<file path="src/rtl/tlc_pkg.sv">
package tlc_pkg;
  localparam int unsigned NUM_PHASES = 4;
  localparam int unsigned CODE_W     = $clog2(NUM_PHASES);
  localparam int unsigned LAMP_W     = 3;

  // phase indices, ring order is behaviour: A green -> A yellow -> B green -> B yellow
  localparam int unsigned PH_A_GRN = 0;
  localparam int unsigned PH_A_YEL = 1;
  localparam int unsigned PH_B_GRN = 2;
  localparam int unsigned PH_B_YEL = 3;

  localparam logic [LAMP_W-1:0] LAMP_RED = 3'b001;
  localparam logic [LAMP_W-1:0] LAMP_YEL = 3'b010;
  localparam logic [LAMP_W-1:0] LAMP_GRN = 3'b100;
endpackage

</file>
<file path="src/rtl/tlc_state_onehot.sv">
module tlc_state_onehot
  import tlc_pkg::*;
(
  input  logic                  clk,
  input  logic                  rst_n,
  input  logic                  timing_in,
  output logic [NUM_PHASES-1:0] phase_vec
);
  logic [NUM_PHASES-1:0] state_q, state_d;
  logic                  upd_en;

  always_comb begin
    state_d = '0;
    state_d[PH_A_GRN] = (state_q[PH_A_GRN] & ~timing_in) | (state_q[PH_B_YEL] & ~timing_in);
    state_d[PH_A_YEL] = (state_q[PH_A_GRN] &  timing_in) | (state_q[PH_A_YEL] &  timing_in);
    state_d[PH_B_GRN] = (state_q[PH_A_YEL] & ~timing_in) | (state_q[PH_B_GRN] & ~timing_in);
    state_d[PH_B_YEL] = (state_q[PH_B_GRN] &  timing_in) | (state_q[PH_B_YEL] &  timing_in);
    upd_en = (state_d != state_q);
  end

  always_ff @(posedge clk or negedge rst_n) begin
    if (!rst_n) begin
      state_q <= NUM_PHASES'(1) << PH_A_GRN;
    end else if (upd_en) begin
      state_q <= state_d;
    end
  end

  assign phase_vec = state_q;


  onehot_state_chk: assert property (@(posedge clk) disable iff (!rst_n) $onehot(state_q));
endmodule

</file>
<file path="src/rtl/tlc_state_bin.sv">
module tlc_state_bin
  import tlc_pkg::*;
(
  input  logic                  clk,
  input  logic                  rst_n,
  input  logic                  timing_in,
  output logic [NUM_PHASES-1:0] phase_vec
);
  logic [CODE_W-1:0] code_q, code_d;
  logic              adv_en;

  // code bit 0 is set in yellow phases; the phase advances whenever the level differs from it
  always_comb begin
    adv_en = timing_in ^ code_q[0];
    code_d = code_q + CODE_W'(1);
  end

  always_ff @(posedge clk or negedge rst_n) begin
    if (!rst_n) begin
      code_q <= CODE_W'(PH_A_GRN);
    end else if (adv_en) begin
      code_q <= code_d;
    end
  end

  for (genvar g = 0; g < NUM_PHASES; g++) begin : g_dec
    assign phase_vec[g] = (code_q == CODE_W'(g));
  end
endmodule

</file>
<file path="src/rtl/tlc_lamp_dec.sv">
module tlc_lamp_dec
  import tlc_pkg::*;
(
  input  logic [NUM_PHASES-1:0] phase_vec,
  output logic [LAMP_W-1:0]     lamp_a,
  output logic [LAMP_W-1:0]     lamp_b
);
  always_comb begin
    lamp_a = (phase_vec[PH_A_GRN] ? LAMP_GRN : '0)
           | (phase_vec[PH_A_YEL] ? LAMP_YEL : '0)
           | ((phase_vec[PH_B_GRN] | phase_vec[PH_B_YEL]) ? LAMP_RED : '0);
    lamp_b = (phase_vec[PH_B_GRN] ? LAMP_GRN : '0)
           | (phase_vec[PH_B_YEL] ? LAMP_YEL : '0)
           | ((phase_vec[PH_A_GRN] | phase_vec[PH_A_YEL]) ? LAMP_RED : '0);
  end
endmodule

</file>
<file path="src/rtl/tlc_ctrl.sv">
module tlc_ctrl
  import tlc_pkg::*;
#(
  parameter bit ENC_BINARY = 1'b0
) (
  input  logic              clk,
  input  logic              rst_n,
  input  logic              timing_in,
  output logic [LAMP_W-1:0] lamp_a,
  output logic [LAMP_W-1:0] lamp_b
);
  logic [NUM_PHASES-1:0] phase_vec;

  if (ENC_BINARY) begin : g_bin
    tlc_state_bin u_state (
      .clk(clk), .rst_n(rst_n), .timing_in(timing_in), .phase_vec(phase_vec)
    );
  end else begin : g_onehot
    tlc_state_onehot u_state (
      .clk(clk), .rst_n(rst_n), .timing_in(timing_in), .phase_vec(phase_vec)
    );
  end

  tlc_lamp_dec u_dec (
    .phase_vec(phase_vec), .lamp_a(lamp_a), .lamp_b(lamp_b)
  );


  lamp_onehot_chk: assert property (@(posedge clk) disable iff (!rst_n)
    $onehot(lamp_a) && $onehot(lamp_b));

  no_conflict_chk: assert property (@(posedge clk) disable iff (!rst_n)
    lamp_a[0] || lamp_b[0]);

  green_hold_chk: assert property (@(posedge clk) disable iff (!rst_n)
    ((lamp_a == LAMP_GRN || lamp_b == LAMP_GRN) && !timing_in) |=> $stable(lamp_a) && $stable(lamp_b));

  yellow_hold_chk: assert property (@(posedge clk) disable iff (!rst_n)
    ((lamp_a == LAMP_YEL || lamp_b == LAMP_YEL) && timing_in) |=> $stable(lamp_a) && $stable(lamp_b));

  a_to_yel_chk: assert property (@(posedge clk) disable iff (!rst_n)
    (lamp_a == LAMP_GRN && timing_in) |=> (lamp_a == LAMP_YEL && lamp_b == LAMP_RED));

  b_to_grn_chk: assert property (@(posedge clk) disable iff (!rst_n)
    (lamp_a == LAMP_YEL && !timing_in) |=> (lamp_a == LAMP_RED && lamp_b == LAMP_GRN));

  b_to_yel_chk: assert property (@(posedge clk) disable iff (!rst_n)
    (lamp_b == LAMP_GRN && timing_in) |=> (lamp_a == LAMP_RED && lamp_b == LAMP_YEL));

  a_to_grn_chk: assert property (@(posedge clk) disable iff (!rst_n)
    (lamp_b == LAMP_YEL && !timing_in) |=> (lamp_a == LAMP_GRN && lamp_b == LAMP_RED));
endmodule

</file>
<file path="config.mk">
export PLATFORM = sky130hd
export DESIGN_NAME = tlc_ctrl
export DESIGN_NICKNAME = d
export VERILOG_FILES = /design/src/rtl/tlc_pkg.sv /design/src/rtl/tlc_state_onehot.sv /design/src/rtl/tlc_state_bin.sv /design/src/rtl/tlc_lamp_dec.sv /design/src/rtl/tlc_ctrl.sv
export SDC_FILE = /design/constraint.sdc
export NUM_CORES = 1
export LEC_CHECK = 0
export BUFFER_PORTS_ARGS = -buffer_cell sky130_fd_sc_hd__buf_4
export CAP_MARGIN = 20
export CORE_AREA = 3 3 40 42
export DETAILED_ROUTE_END_ITERATION = 12
export DIE_AREA = 0 0 43 45
export GPL_ROUTABILITY_DRIVEN = 0
export GPL_TIMING_DRIVEN = 0
export PLACE_DENSITY = 0.38
export SYNTH_ARGS = -nofsm -noshare
export SYNTH_HDL_FRONTEND = slang
export SYNTH_HIERARCHICAL = 1
export SYNTH_SLANG_ARGS = --single-unit
</file>
<file path="constraint.sdc">
create_clock -name clk -period 1.2 [get_ports clk]
set_clock_uncertainty 0.1 [all_clocks]
set_input_delay 0.18 -clock clk [delete_from_list [all_inputs] [get_ports clk]]
set_output_delay 0.18 -clock clk [all_outputs]
set_load 0.01 [all_outputs]
</file>
Word level (Yosys, flattened, before mapping)
Cells that the tools add are included.

operators by class
  add/sub/neg operators = 0
  $lt $le $gt $ge = 0
  bitwise gates (word level) = 19
  multiplexer cells = 6
  multipliers = 0
  shift-type cells = 0
  equality and inequality tests = 1
  div/mod/pow operators = 0
  reduce and logical (&&, ||, !) cells = 0

operator list
  operator     count
  $or 3x3->3   4
  $and 1x1->1  8
  $mux 3       2
  $or 1x1->1   6
  $mux 2       2
  $ne 4x4->1   1
  $mux 1       2
  $not 1->1    1

word-level totals
  memory bits (writable) = 0
  latch bits = 0
  input bits = 3
  bits in read-only memories = 0
  register bits after elaboration = 4
  memories kept = 0
  output and inout bits = 6

Longest topological paths before layout
  depth in word-level cells = 4
  gate-level depth with buffers = 1

Hierarchy
Netlist, hierarchy kept.

by module, submodules not included
  module            times used  area each (um^2)  cells an instance  sequential area each (um^2)
  tlc_state_onehot  1           136.4             8                  101.3
  tlc_lamp_dec      1           42.5              6                  0.0

Worst setup path after synthesis
OpenSTA, ideal clock, no wires.

  kind = register to output
  from = reg g_onehot.u_state.state_q[0] (netlist: g_onehot.u_state/phase_vec[0])
  to = out lamp_b[0]
  setup slack = 263 ps
  required time = 920 ps
  cell stages (with the launch flop) = 2
  buffers on the path = 0
  data arrival time = 657 ps
  cells stage by stage = dfstp_2 or2_1

on the way
  cells in the longest elaborated chain, start to end = 3

RTL lines
  element                 RTL line                source
  start, declared         tlc_state_onehot.sv:9   logic [NUM_PHASES-1:0] state_q, state_d;
  start signal, assigned  tlc_state_onehot.sv:23  state_q <= NUM_PHASES'(1) << PH_A_GRN;
  start signal, assigned  tlc_state_onehot.sv:25  state_q <= state_d;
  $or 1x1->1              tlc_lamp_dec.sv:14      | ((phase_vec[PH_A_GRN] | phase_vec[PH_A_YEL]) ? LAMP_RED : '0);
  $mux 1                  tlc_lamp_dec.sv:14
  $or 3x3->3              tlc_lamp_dec.sv:14
  end, declared           tlc_ctrl.sv:10          output logic [LAMP_W-1:0] lamp_b

No other way between the ends.

Worst setup path in the final report
Same ends and word-level chain as after synthesis.

==> metrics.csv <==
metric,value,unit
overflow,0,
areaGrowthSynthToFinish,87.41,%
rr_worst_depth,2,
cts_root_buf,clkbuf_4,
synthTopCellsByArea,"dfrtp_1 42%, buf_4 17%, dfstp_2 15%",
fmax,799.8,MHz
clock_latency,230,ps
maxSlewViolCount,0,
r2r-end,g_onehot.u_state/phase_vec[0]$_DFFE_PN1P_,
io_pins,9,
grt_pass1_wl,579,um
wirelength,348,um
crit_start,g_onehot.u_state/phase_vec[0]$_DFFE_PN1P_,
finalNetCount,35,
htree_levels,1,
fillers,144,
p_switching,0.06241,mW
synth_top_cell_by_area,dfrtp_1,
hp-class,in2reg,
setup_viol,3,
min_period,1250,ps
cts_sinks,4,
ys_seq_area_share,56.64,%
grt_use_total,5.096,%
synthesis.area,178.9,um^2
r2r_slack,300,ps
hold_slack,75.74,ps
peakVddDrop,240.5,uV
setup_slack,-50.36,ps
worst_pin_slew,110.0,ps
synthTopCellsByCount,"4 x buf_4, 3 x dfrtp_1, 2 x o21a_1, 2 x o21ba_1, 2 x or2_1",
outcome,finished with violations,
drtIter0Drc,1,
avgSynthCellArea,12.78,um^2
rsz0062_at_grt,true,
avgViaCountPerCell,3.304,
yosysTopAreaCellShare,41.96,%
wl_per_cell,7.565,um
grt_max_degree,5,
finalInstanceArea,335.3,um^2
crit_required,920,ps
crit_path_end,lamp_b[0],
fp.dieW,43,um
dr.pass1.iters,4,
slew_headroom,92.67,%
internal-power,0.2683,mW
yosysWarningCount,6,
vias,152,
end_kind,primary output,
powerDensity,986.1,mW/mm^2
cts_buffer_depth,2,
drc,0,
drt.antenna.violating_nets,0,
place_area,257.7,um^2
synth_edf_count,0,
cts.clk_slew.worst_paths,40,ps
power_frac_clock,55.4,%
p_leak,0.2007,nW
crit_fanout,3,
maxCapViolations,0,
synth.net_count,17,
post-route-period-util,104.2,%
grt_pass1_vias,161,
critical_path_class,reg2out,
violations,setup timing,
start_util,13.92,%
cp-start-kind,flip-flop,
antenna_found_initial,0,
yosysUniqueCellTypes,6,
switching_share,18.87,%
synthFlopType,dfrtp_1,
die-area,0.001935,mm^2
hold_violations,0,
r2r_start,g_onehot.u_state/phase_vec[0]$_DFFE_PN1P_,
comb_power_share,3.5,%
largest_reg_flops,4,
seqPwrFrac,41.0,%
ys_seq_elements,4,
drive_gt1_share,64.52,%
num_rows,13,
core,0.001285,mm^2
holdPathStages,2,
io_buffers,8,
critical_path_arrival,970,ps
n_antenna_cell,0,
die_h,45,um
synthArstFlopShare,100.0,%
dp_worst_setup_slack,140.6,ps
postSynthCellCount,14,
post-synth-top-count-cell,buf_4,
cts-buffers-inserted,3,
cts_tree,built,
layout by cell type, fill, tap and decap left out:
| master | instances |
|---|---|
| dfstp_2 | 1 |
| clkbuf_4 | 3 |
| buf_6 | 3 |
| or2_1 | 2 |
| clkbuf_1 | 1 |
| o21ba_1 | 2 |
| dfrtp_1 | 3 |
| o21a_1 | 2 |
| dlygate4sd3_1 | 1 |
| buf_4 | 13 |
cell type report:
cell class / instances / area, um^2 / share of cell area [%]
clock buffers: 4 / 26.28 / 7.836
well taps: 15 / 18.77 / 5.597
multi-input cells: 6 / 47.55 / 14.18
plain buffers: 4 / 30.03 / 8.955
repair buffers: 13 / 111.4 / 33.21
flip-flops and latches: 4 / 101.3 / 30.22
worst min path at each step:
| stage | start | to | slack [ps] |
|---|---|---|---|
| after floorplan | rst_n | g_onehot.u_state/phase_vec[1]$_DFFE_PN0P_ | -220 |
| after global placement | rst_n | g_onehot.u_state/phase_vec[1]$_DFFE_PN0P_ | -120 |
| after detailed placement | rst_n | g_onehot.u_state/phase_vec[1]$_DFFE_PN0P_ | -120 |
| after CTS | timing_in | g_onehot.u_state/phase_vec[3]$_DFFE_PN0P_ | 70 |
| after global routing | timing_in | g_onehot.u_state/phase_vec[3]$_DFFE_PN0P_ | 70 |
| final | timing_in | g_onehot.u_state/phase_vec[3]$_DFFE_PN0P_ | 80 |
layer usage:
layer / vias to the layer above / GRT usage, % / share of wire (%)
met5: - / 0 / 0
met4: 0 / 10.84 / 0
met3: 0 / 2.390 / 9.8
met2: 5 / 7.784 / 66
met1: 70 / 2.676 / 24
li1: 77 / - / -
logic make-up (layout without fill, tap and decap cells):
| kind of cell | Yosys count | count (layout) | share of synthesized area (%) |
|---|---|---|---|
| AOI/OAI and AO/OA | 4 | 4 | 19.58 |
| DFF | 4 | 4 | 56.64 |
| buffers and inverters | 4 | 21 | 16.78 |
| and+or+nand+nor | 2 | 2 | 6.992 |
stage by stage:
step	TNS (ps)	total power, mW	util (%)	instances
2_1_floorplan	0	0.1387	-	14
3_5_place_dp	0	0.1469	20.06	37
5_1_grt	-281.1	0.3594	26.10	46
4_1_cts	-174.8	0.3416	25.80	46
3_3_place_gp	0	0.1470	20.06	37
6_report	-128.8	0.3307	26.10	46
timing repair:
action | in CTS | in global routing
pin swaps | 1 | 0
endpoints found under the hold margin | 4 | 0
gates resized for setup | 2 | 1
cloned | 0 | 0
endpoints found under the setup margin | 4 | 6
hold buffers | 1 | 0
buffers inserted | 4 | 0
power by group through the flow:
stage | registers (mW) | logic (mW) | clock network (mW)
2_1_floorplan | 0.137 | 0.00125 | 0
3_3_place_gp | 0.137 | 0.00958 | 0
3_5_place_dp | 0.137 | 0.00949 | 0
4_1_cts | 0.136 | 0.0121 | 0.194
5_1_grt | 0.135 | 0.0127 | 0.211
6_report | 0.136 | 0.0117 | 0.183
worst max-delay path: stages (launching register included):
cell and delay [ps]:
dfstp_2 530, or2_1 100, buf_4 110
(Power assumes the default switching activity.)
